==> src/rtl/rtc_seq_pkg.sv <==
package rtc_seq_pkg;

    typedef enum logic [1:0] {
        ST_IDLE,
        ST_LEAD,
        ST_STEP
    } seq_state_t;

    typedef struct packed {
        logic [7:0] sec;
        logic [7:0] min;
        logic [7:0] hour;
        logic [7:0] wday;
        logic [7:0] mday;
        logic [7:0] mon;
        logic [7:0] year;
    } rtc_time_t;

    localparam logic [2:0] FLD_SEC  = 3'd0;
    localparam logic [2:0] FLD_MIN  = 3'd1;
    localparam logic [2:0] FLD_HOUR = 3'd2;
    localparam logic [2:0] FLD_WDAY = 3'd3;
    localparam logic [2:0] FLD_MDAY = 3'd4;
    localparam logic [2:0] FLD_MON  = 3'd5;
    localparam logic [2:0] FLD_YEAR = 3'd6;

    localparam logic [2:0] DIV_RUN = 3'b010;

    // Decode a stored byte to a binary value in the current data mode.
    function automatic logic [6:0] to_bin(input logic [7:0] v, input logic bin);
        logic [6:0] r;
        if (bin) r = v[6:0];
        else     r = 7'(v[7:4]) * 7'd10 + 7'(v[3:0]);
        return r;
    endfunction

    // Encode a binary value back to a stored byte in the current data mode.
    function automatic logic [7:0] to_enc(input logic [6:0] b, input logic bin);
        logic [6:0] q;
        logic [6:0] r;
        q = b / 7'd10;
        r = b % 7'd10;
        if (bin) return {1'b0, b};
        return {q[3:0], r[3:0]};
    endfunction

    function automatic logic [6:0] days_in(input logic [6:0] mon, input logic [6:0] yr);
        logic [6:0] d;
        case (mon)
            7'd2:                      d = (yr[1:0] == 2'b00) ? 7'd29 : 7'd28;
            7'd4, 7'd6, 7'd9, 7'd11:   d = 7'd30;
            default:                   d = 7'd31;
        endcase
        return d;
    endfunction

endpackage

==> src/rtl/rtc_prescaler.sv <==
module rtc_prescaler
    import rtc_seq_pkg::*;
#(
    parameter int TICKS_PER_SEC = 32768,
    parameter int LEAD_TICKS    = 8
) (
    input  logic       clk,
    input  logic       rst_n,
    input  logic       tick,
    input  logic [2:0] div_sel,
    output logic       running,
    output logic       lead_start,
    output logic       sec_edge
);
    localparam int CW = $clog2(TICKS_PER_SEC);
    localparam logic [CW-1:0] LAST_CNT = CW'(TICKS_PER_SEC - 1);
    localparam logic [CW-1:0] LEAD_CNT = CW'(TICKS_PER_SEC - 1 - LEAD_TICKS);

    logic [CW-1:0] cnt;
    logic          div_rst;

    assign div_rst    = (div_sel[2:1] == 2'b11);
    assign running    = (div_sel == DIV_RUN);
    assign lead_start = running && tick && (cnt == LEAD_CNT);
    assign sec_edge   = running && tick && (cnt == LAST_CNT);

    always_ff @(posedge clk) begin
        if (!rst_n || div_rst) begin
            cnt <= '0;
        end else if (running && tick) begin
            cnt <= (cnt == LAST_CNT) ? '0 : cnt + CW'(1);
        end
    end

endmodule

==> src/rtl/rtc_cal_step.sv <==
module rtc_cal_step
    import rtc_seq_pkg::*;
(
    input  rtc_time_t cur,
    input  logic      bin_mode,
    input  logic      h24,
    output rtc_time_t nxt
);
    logic [6:0] s, m, hb, w, d, mo, yr, dim;
    logic [6:0] ns, nm, nh, nw, nd, nmo, nyr;
    logic       pm, npm;
    logic       c_min, c_hour, c_day, c_mon, c_year;
    logic [7:0] h_enc;

    always_comb begin
        s   = to_bin(cur.sec,  bin_mode);
        m   = to_bin(cur.min,  bin_mode);
        hb  = to_bin({1'b0, cur.hour[6:0]}, bin_mode);
        pm  = cur.hour[7];
        w   = to_bin(cur.wday, bin_mode);
        d   = to_bin(cur.mday, bin_mode);
        mo  = to_bin(cur.mon,  bin_mode);
        yr  = to_bin(cur.year, bin_mode);
        dim = days_in(mo, yr);

        c_min  = (s >= 7'd59);
        ns     = c_min ? 7'd0 : s + 7'd1;
        c_hour = c_min && (m >= 7'd59);
        nm     = c_min ? (c_hour ? 7'd0 : m + 7'd1) : m;

        nh    = hb;
        npm   = pm;
        c_day = 1'b0;
        if (c_hour) begin
            if (h24) begin
                if (hb >= 7'd23) begin
                    nh    = 7'd0;
                    c_day = 1'b1;
                end else begin
                    nh = hb + 7'd1;
                end
            end else begin
                if (hb >= 7'd12) begin
                    nh = 7'd1;
                end else if (hb == 7'd11) begin
                    nh    = 7'd12;
                    npm   = ~pm;
                    c_day = pm;
                end else begin
                    nh = hb + 7'd1;
                end
            end
        end

        nw     = c_day ? ((w >= 7'd7) ? 7'd1 : w + 7'd1) : w;
        c_mon  = c_day && (d >= dim);
        nd     = c_day ? (c_mon ? 7'd1 : d + 7'd1) : d;
        c_year = c_mon && (mo >= 7'd12);
        nmo    = c_mon ? (c_year ? 7'd1 : mo + 7'd1) : mo;
        nyr    = c_year ? ((yr >= 7'd99) ? 7'd0 : yr + 7'd1) : yr;

        h_enc = to_enc(nh, bin_mode);

        nxt.sec  = to_enc(ns,  bin_mode);
        nxt.min  = to_enc(nm,  bin_mode);
        nxt.hour = h24 ? h_enc : {npm, h_enc[6:0]};
        nxt.wday = to_enc(nw,  bin_mode);
        nxt.mday = to_enc(nd,  bin_mode);
        nxt.mon  = to_enc(nmo, bin_mode);
        nxt.year = to_enc(nyr, bin_mode);
    end

endmodule

==> src/rtl/rtc_update_seq.sv <==
module rtc_update_seq
    import rtc_seq_pkg::*;
#(
    parameter int TICKS_PER_SEC = 32768,
    parameter int LEAD_TICKS    = 8
) (
    input  logic       clk,
    input  logic       rst_n,
    input  logic       tick,
    input  logic [2:0] div_sel,
    input  logic       set_hold,
    input  logic       bin_mode,
    input  logic       h24,
    input  logic       wr_en,
    input  logic [2:0] wr_sel,
    input  logic [7:0] wr_data,
    output logic [7:0] seconds,
    output logic [7:0] minutes,
    output logic [7:0] hours,
    output logic [7:0] weekday,
    output logic [7:0] mday,
    output logic [7:0] month,
    output logic [7:0] year,
    output logic       uip,
    output logic       upd_done
);
    localparam rtc_time_t RESET_TIME = '{sec: 8'd0, min: 8'd0, hour: 8'd0,
                                         wday: 8'd1, mday: 8'd1, mon: 8'd1,
                                         year: 8'd0};

    seq_state_t state, state_nx;
    rtc_time_t  cur, stepped, cur_nx;
    logic       running, lead_start, sec_edge;
    logic       done_q;

    rtc_prescaler #(
        .TICKS_PER_SEC (TICKS_PER_SEC),
        .LEAD_TICKS    (LEAD_TICKS)
    ) i_presc (
        .clk        (clk),
        .rst_n      (rst_n),
        .tick       (tick),
        .div_sel    (div_sel),
        .running    (running),
        .lead_start (lead_start),
        .sec_edge   (sec_edge)
    );

    rtc_cal_step i_step (
        .cur      (cur),
        .bin_mode (bin_mode),
        .h24      (h24),
        .nxt      (stepped)
    );

    // State register
    always_ff @(posedge clk) begin
        if (!rst_n) state <= ST_IDLE;
        else        state <= state_nx;
    end

    // Next-state logic
    always_comb begin
        state_nx = state;
        unique case (state)
            ST_IDLE: if (lead_start && !set_hold) state_nx = ST_LEAD;
            ST_LEAD: begin
                if (set_hold || !running) state_nx = ST_IDLE;
                else if (sec_edge)        state_nx = ST_STEP;
            end
            ST_STEP: state_nx = ST_IDLE;
            default: state_nx = ST_IDLE;
        endcase
    end

    // Register file next value: step first, host write overrides its field
    always_comb begin
        cur_nx = (state == ST_STEP) ? stepped : cur;
        if (wr_en) begin
            case (wr_sel)
                FLD_SEC:  cur_nx.sec  = wr_data;
                FLD_MIN:  cur_nx.min  = wr_data;
                FLD_HOUR: cur_nx.hour = wr_data;
                FLD_WDAY: cur_nx.wday = wr_data;
                FLD_MDAY: cur_nx.mday = wr_data;
                FLD_MON:  cur_nx.mon  = wr_data;
                FLD_YEAR: cur_nx.year = wr_data;
                default:  ;
            endcase
        end
    end

    // Output process
    always_ff @(posedge clk) begin
        if (!rst_n) begin
            cur    <= RESET_TIME;
            done_q <= 1'b0;
        end else begin
            cur    <= cur_nx;
            done_q <= (state == ST_STEP);
        end
    end

    assign uip      = (state != ST_IDLE);
    assign upd_done = done_q;
    assign seconds  = cur.sec;
    assign minutes  = cur.min;
    assign hours    = cur.hour;
    assign weekday  = cur.wday;
    assign mday     = cur.mday;
    assign month    = cur.mon;
    assign year     = cur.year;

endmodule

==> config.mk <==
export PLATFORM = sky130hd
export DESIGN_NAME = rtc_update_seq
export DESIGN_NICKNAME = d
export VERILOG_FILES = /design/src/rtl/rtc_seq_pkg.sv /design/src/rtl/rtc_prescaler.sv /design/src/rtl/rtc_cal_step.sv /design/src/rtl/rtc_update_seq.sv
export SDC_FILE = /design/constraint.sdc
export NUM_CORES = 1
export LEC_CHECK = 0
export BUFFER_PORTS_ARGS = -buffer_cell sky130_fd_sc_hd__buf_2
export CAP_MARGIN = 10
export CORE_ASPECT_RATIO = 1.25
export CORE_MARGIN = 2
export CORE_UTILIZATION = 55
export DETAILED_ROUTE_END_ITERATION = 16
export PLACE_DENSITY = 0.89
export SLEW_MARGIN = 20
export SYNTH_ARGS = -nofsm -noshare
export SYNTH_HDL_FRONTEND = slang
export SYNTH_HIERARCHICAL = 1
export SYNTH_SLANG_ARGS = --single-unit
==> constraint.sdc <==
create_clock -name clk -period 7.1 [get_ports clk]
set_input_delay 1.42 -clock clk [delete_from_list [all_inputs] [get_ports clk]]
set_output_delay 1.42 -clock clk [all_outputs]
set_load 0.02 [all_outputs]
==> results.md, run 1 <==
- Status: finished clean
- H-Tree Depth: 3
- CTS sink cnt: 74
- Data required, critical path: roughly 7300 ps
- RSZ-0062 raised after global routing: no
- Final net count: approximately 1.5k
- Sequential share of the synthesized area: 14.9%
- RD Place Congestion: between 0.9 and 1
- Chip height: 154 µm
- Pwr Density: 138 nW/µm²
- Fraction of registers with async set or reset after synthesis: 0%
- Min Tclk post-route: 6620 ps
- Worst VDD drop: between 0.0001 and 0.00015 V
- F_max: ~150 MHz
- Crit path max fanout: 13
- CTS Buffer Depth: 2
- Yosys reg bits: 74
- Die ar.: 19200 µm²
- CTS buffer count: 9
- Vias in the first global route: between 10k and 15k
- CTS Root Buffer Type: clkbuf_16
- Initial antenna violation count: 0
- Antenna Nets Post-Route: 0
- Register area: approximately 1500 µm²
- Ant diodes: 0
- Fin. Hold Viols: 0
- Area Growth Syn to Fin: 8.47%
- Syn. warnings: 6
- Critical path startpoint category: flop
- Fillers: 1564
- Setup TNS: 0 ps
- Static leakage: 4.44 nW
- Crit-path max cell delay: 500 ps
- Initial detailed-routing violation count: 1060
- Worst-Skew Late Latency: 350 ps
- Total wire length: 30400 µm
- Post-synth design cell area: 9940 µm²
- Overflow after GRT: 0
- Kind of critical path: reg2reg
- Core area: around 18000 µm²
- Total GRT Usage: 30.5%
- Starting Density: 56.6%
- Worst min-delay path category: reg2reg
- Setup ws final: 482 ps
- Max_cap viols: 0
- Drt pass-1 iters: 6
- Worst path slowest cell: or4_1
- Port bufs: 78
- Layout cells sized above 1: about 14%
- Worst relative slew slack: 26.6%
- Most frequent cells in the layout: 224 x nand2_1, 108 x o21ai_0, 98 x nor2_1
- Final Setup Violations: 0
- Vias: 11.2k
- Clock transition at the registers of the reported paths: 60 ps
- Largest net degree at the start of global routing: approximately 60
- CTS tree: built
- Via density: 6.74
- IO Pins: 79
- Rows: 54
- Fin area: 10800 µm²
- Clock Skews: 6.00 ps
- First-pass GRT wire length: 49600 µm
- Data arrival time of the worst path: 6820 ps
- Multi-input logic area: 7910 µm²
- Total Power: 1.48 mW
- Die outline width: 124 µm
- Cell count after synthesis: between 1k and 1.5k
- Syn avg cell area: 7.18 µm²
- Distinct cells, synth: between 100 and 150
- Post-DP HPWL: 22000 µm
- Post-synth EDFFs: 0
- Hold-fix buffers, CTS: 0
- Drc violations: 0
- Slew Limit Fails: 0
- Fin crit share: around 93%
- Worst setup EP type: flop
- Ys flop type: dfxtp_1
- Placement Cell Area: around 10000 µm²
- Pre-CTS setup slack: 320 ps
- WL per Instance: 18.4 µm
- Most common cell after layout, fill and taps aside: nand2_1
- Worst slew pin tran: 1100 ps
- Post-Syn Nets: 1485
-- cells in the mapped netlist, types with 11 or more instances --
library cell | n | share of area [%]
and2_1 | 17 | 1.1
buf_2 | 26 | 1.3
and3_1 | 18 | 1.1
a31oi_1 | 71 | 4.5
nand2b_1 | 12 | 0.76
clkbuf_1 | 38 | 1.4
xor2_1 | 12 | 1.1
nor2_1 | 98 | 3.7
nor3_1 | 44 | 2.2
dfxtp_1 | 74 | 15
fa_1 | 13 | 2.6
xnor2_1 | 37 | 3.3
o21ai_1 | 14 | 0.71
ha_1 | 67 | 8.4
buf_6 | 11 | 1.2
a21oi_1 | 85 | 4.3
inv_1 | 44 | 1.7
mux2i_1 | 23 | 2.3
nand3_1 | 51 | 2.6
nand4_1 | 12 | 0.76
mux2_2 | 15 | 1.7
nand2_1 | 224 | 8.5
a211oi_1 | 16 | 1.2
nor4_1 | 12 | 0.76
o211ai_1 | 11 | 0.83
o21ai_0 | 108 | 5.4
-- worst paths after layout --
kind | from | to | slack (ps) | cells past startpoint
worst min-delay path | i_presc/cnt[14]$_SDFFE_PP0P_ | i_presc/cnt[14]$_SDFFE_PP0P_ | 500 | 2
worst max-delay path | month[5]$_SDFF_PN0_ | mday[3]$_SDFF_PN0_ | 480 | 31
worst max register to register | month[5]$_SDFF_PN0_ | mday[3]$_SDFF_PN0_ | 480 | 31
worst min register to register | i_presc/cnt[14]$_SDFFE_PP0P_ | i_presc/cnt[14]$_SDFFE_PP0P_ | 500 | 2
-- power breakdown --
part / total [mW] / leakage [nW] / internal (mW) / switching [mW]
clock: 0.484 / 0.146 / 0.276 / 0.208
sequential: 0.446 / 0.601 / 0.426 / 0.0200
combinational: 0.553 / 3.69 / 0.208 / 0.345
total: 1.48 / 4.44 / 0.911 / 0.573
-- layer usage --
layer | GRT usage (%) | vias to the layer above | wire length (µm)
met2 | 53.1 | 535 | 14500
met3 | 3.53 | 129 | 2090
li1 | - | 5266 | -
met4 | 16.3 | 0 | 1590
met5 | 0 | - | 0
met1 | 36.7 | 5223 | 12200
-- cell type report --
class                   count  share of cell area (%)
clock buffers               9                    2.09
multi-input cells        1185                    73.4
well taps                 224                    2.60
flip-flops and latches     74                    13.8
inverters                  45                    1.58
repair buffers            110                    5.87
clock inverters             7                   0.720
-- what timing repair did --
item,in CTS,in global routing
setup endpoints to repair,0,5
setup buffers,0,0
endpoints found under the hold margin,0,0
gates resized for setup,0,5
-- logic make-up after synthesis --
logic type               after synthesis  synth area share (%)
AO/OA/AOI/OAI                        461                  32.0
XOR/XNOR                              49                  4.32
adder cells (fa/ha/maj)               85                  11.6
buffers and inverters                125                  6.01
flip-flops                            74                  14.9
multiplexers                          41                  4.55
other                                  1                0.0377
AND/OR/NAND/NOR                      548                  26.6
-- sequential cells by signal, summed over array words and instances, names as in the netlist --
name / flops
minutes: 8
month: 8
mday: 8
year: 8
i_presc/cnt: 15
seconds: 8
state: 2
hours: 8
upd_done: 1
weekday: 8
-- stage by stage --
step / hold slack [ps] / utilization, % / std cells
2_1_floorplan: 457 / - / 1384
5_1_grt: 521 / 61.4 / 1654
3_3_place_gp: 471 / 59.5 / 1638
4_1_cts: 502 / 61.2 / 1654
6_report: 499 / 61.4 / 1654
3_5_place_dp: 489 / 59.5 / 1638
-- worst max-delay path: cells and delay by family (launching register included) --
family	cells	cell delay, ps
buf+inv	2	250
xor+xnor	1	170
compound gates	11	1860
simple gates	12	2320
flops	1	360
fa+ha+maj	5	1510
Power figures use the tool's default switching activity.
==> run 2: changes to the inputs <==
Settings changed: BUFFER_PORTS_ARGS -buffer_cell sky130_fd_sc_hd__buf_2 to default, DONT_BUFFER_PORTS from default to 1, MAX_ROUTING_LAYER from default to met4, PLACE_DENSITY 0.89 to 0.85, SYNTH_HIERARCHICAL 1 to default.
==> run 2 against run 1 <==
Net effect: synthesized area grew 3.1%; hold slack better by 0.56 ps; cell count fell by 0.36%; die area rose by 3.0%; clock-buffer cell count rose by 1; setup slack worse by 470 ps; utilization grew 1.6 points; maximum frequency down 6.6%; power is 1.3% higher; flip-flop and latch count did not move; largest cell class unchanged.
==> results.md, run 2 <==
- Synth Area in Simple Gates: 27.1%
- Distinct cells, synth: roughly 110
- Yosys reg bits: 74
- Cell count after synthesis: 1400
- H-Tree Depth: 3
- Area Growth Syn to Fin: 11.7%
- Worst-Skew Late Latency: 350 ps
- CTS sink cnt: 74
- Syn. warnings: 0
- Most frequent cell after synthesis: nand2_1
- Total wire length: 33000 µm
- Ys flop type: dfxtp_1
- Register area: around 1500 µm²
- Fraction of registers with async set or reset after synthesis: 0%
- Sequential share of the synthesized area: 14.5%
- Total GRT Usage: between 30% and 40%
- Ant diodes: 0
- Drc violations: 0
- Initial detailed-routing violation count: ~1.2k
- Fin. Hold Viols: 0
- Post-synth EDFFs: 0
- Global Route met3 Usage: ~4.8%
- Core area: 18200 µm²
- Worst setup EP type: flop
- Die outline width: roughly 130 µm
- Most frequent CP cell: ha_4
- Worst reg2reg path startpoint: month[7]$_SDFF_PN0_
- Static leakage: 4.53 nW
- Post-synthesis compound-gate area fraction: 32.9%
- Capturing point of the worst reg2reg path: year[2]$_SDFF_PN0_
- Starting Density: a little under three fifths
- Met2 GRT Util: 55.1%
- Worst path slowest cell: fa_2
- CTS buffer count: 9
- Min Tclk post-route: 7090 ps
- Data arrival time of the worst path: 7290 ps
- Status: finished clean
- Overflow after GRT: 0
- Total Power: 1.50 mW
- Kind of critical path: reg2reg
- GR Util met1: 37.4%
- Antenna Nets Post-Route: 0
- Vias: 11.6k
- Cell taking the most area after synthesis: dfxtp_1
- Worst hold path depth: 2
- Slew Limit Fails: 0
- CP endpoint: year[2]$_SDFF_PN0_
- Busiest metal layer after global routing: met2
- Post-synth design cell area: 10200 µm²
- Max_cap viols: 0
- Fin crit share: 99.8%
- Die ar.: 19700 µm²
- Post-layout util: 63.0%
- Layout cells sized above 1: 15.0%
- Most common cell after layout, fill and taps aside: nand2_1
- Data required, critical path: roughly 7300 ps
- Post-DP HPWL: about 24000 µm
- RSZ-0062 raised after global routing: yes
- Multi-input logic area: 8670 µm²
- Worst VDD drop: 0.000103 V
- CTS Root Buffer Type: clkbuf_16
- Mux share of post-synthesis cell area: 4.48%
- Max reg flops: 15
- Critical path startpoint category: flop
- Most frequent cells in the layout: 158 x nand2_1, 131 x nor2_1, 93 x o21ai_0
- Area contributors post-synth: dfxtp_1 14%, ha_1 9.3%, nand2_1 5.9%, nor2_1 4.8%, o21ai_0 4.7%
- Post-Syn Nets: between 1.5k and 2k
- Clock Skews: 8.57 ps
- Worst min-delay path category: reg2reg
- WL per Instance: 20.0 µm
- Combinational family with the most area after synthesis: compound AO/OA/AOI/OAI gates
- Top cells by count, synth: 160 x nand2_1, 132 x nor2_1, 97 x o21ai_0
- Vias in the first global route: 10.5k
- Biggest register: i_presc.cnt
- Via density: 7.02
- Port bufs: 0
- Crit path max fanout: 5
- Drt pass-1 iters: 6
- Chip height: 157 µm
- Fillers: 1564
- Worst relative slew slack: between 30% and 40%
- Top cell type's share of synthesized area: 14.5%
- Largest net degree at the start of global routing: 124
- Worst setup path startpoint: month[7]$_SDFF_PN0_
- Synth Area in Adders: 11.8%
- F_max: ~140 MHz
- Initial antenna violation count: 0
- Placement Cell Area: 10800 µm²
- Reg-to-reg slack, setup: 10 ps
- First-pass GRT wire length: 51500 µm
- IO Pins: 79
- Pwr Density: 131 nW/µm²
- Worst r2r path cells: 34
- Final net count: 1525
- Syn avg cell area: around 7.3 µm²
- Final Setup Violations: 0
- Fin area: approximately 11000 µm²
- Setup TNS: 0 ps
- Crit-path max cell delay: 390 ps
- RD Place Congestion: roughly 0.97
- Worst slew pin tran: between 900 and 1000 ps
- CTS tree: built
- Clock transition at the registers of the reported paths: 60 ps
- Rows: 55
- CTS Buffer Depth: 2
- Synth Area in XOR/XNOR: 4.26%
## run 2: cells by family after synthesis
kind of cell             Yosys count
adder cells (fa/ha/maj)           89
flip-flops                        74
multiplexers                      43
AND/OR/NAND/NOR                  560
AO/OA/AOI/OAI                    473
XOR/XNOR                          49
buffers and inverters            112
## run 2: repair_timing
action                                  CTS  global route
gates resized for setup                   1            41
endpoints found under the hold margin     0             0
setup buffers                             1            15
hold buffers                              0             0
endpoints found under the setup margin    4            12
pin swaps                                 2            37
## run 2: routing by layer
| metal | routed length (µm) | vias to the layer above |
|---|---|---|
| met4 | 1800 | 0 |
| met5 | 0 | - |
| met1 | 12600 | 5453 |
| met2 | 15800 | 627 |
| li1 | - | 5339 |
| met3 | 2840 | 154 |
## run 2: power by group
group          total, mW  internal, mW  switching [mW]
registers          0.450         0.425          0.0252
clock network      0.442         0.238           0.204
logic              0.611         0.253           0.358
## run 2: worst min-delay path by stage
stage                            startpoint                      endpoint
2_1_floorplan  i_presc.cnt[12]$_SDFFE_PP0P_  i_presc.cnt[12]$_SDFFE_PP0P_
3_3_place_gp   i_presc.cnt[12]$_SDFFE_PP0P_  i_presc.cnt[12]$_SDFFE_PP0P_
3_5_place_dp   i_presc.cnt[12]$_SDFFE_PP0P_  i_presc.cnt[12]$_SDFFE_PP0P_
4_1_cts        i_presc.cnt[14]$_SDFFE_PP0P_  i_presc.cnt[14]$_SDFFE_PP0P_
5_1_grt        i_presc.cnt[14]$_SDFFE_PP0P_  i_presc.cnt[14]$_SDFFE_PP0P_
6_report       i_presc.cnt[14]$_SDFFE_PP0P_  i_presc.cnt[14]$_SDFFE_PP0P_
## run 2: cell type report
class / instances / area share [%]
multi-input cells: 1214 / 75.8
flip-flops and latches: 74 / 13.0
repair buffers: 76 / 5.02
well taps: 228 / 2.49
clock buffers: 10 / 2.00
inverters: 40 / 1.38
clock inverters: 6 / 0.372
## run 2: worst max-delay path: cells and delay by family, from the launching register on
family | cells | cell delay [ps]
DFF | 1 | 340
buffers and inverters | 3 | 280
and+or+nand+nor | 9 | 1630
xor gates and xnor gates | 2 | 450
adders and majority gates | 7 | 1680
AOI/OAI and AO/OA | 13 | 2560
## run 2: metrics by stage
stage	worst slack, ps	hold WS [ps]	std cells
2_1_floorplan	-379	454	1400
3_3_place_gp	94.4	463	1616
3_5_place_dp	-164	477	1616
4_1_cts	1.64	502	1633
5_1_grt	-303	545	1648
6_report	14.0	500	1648
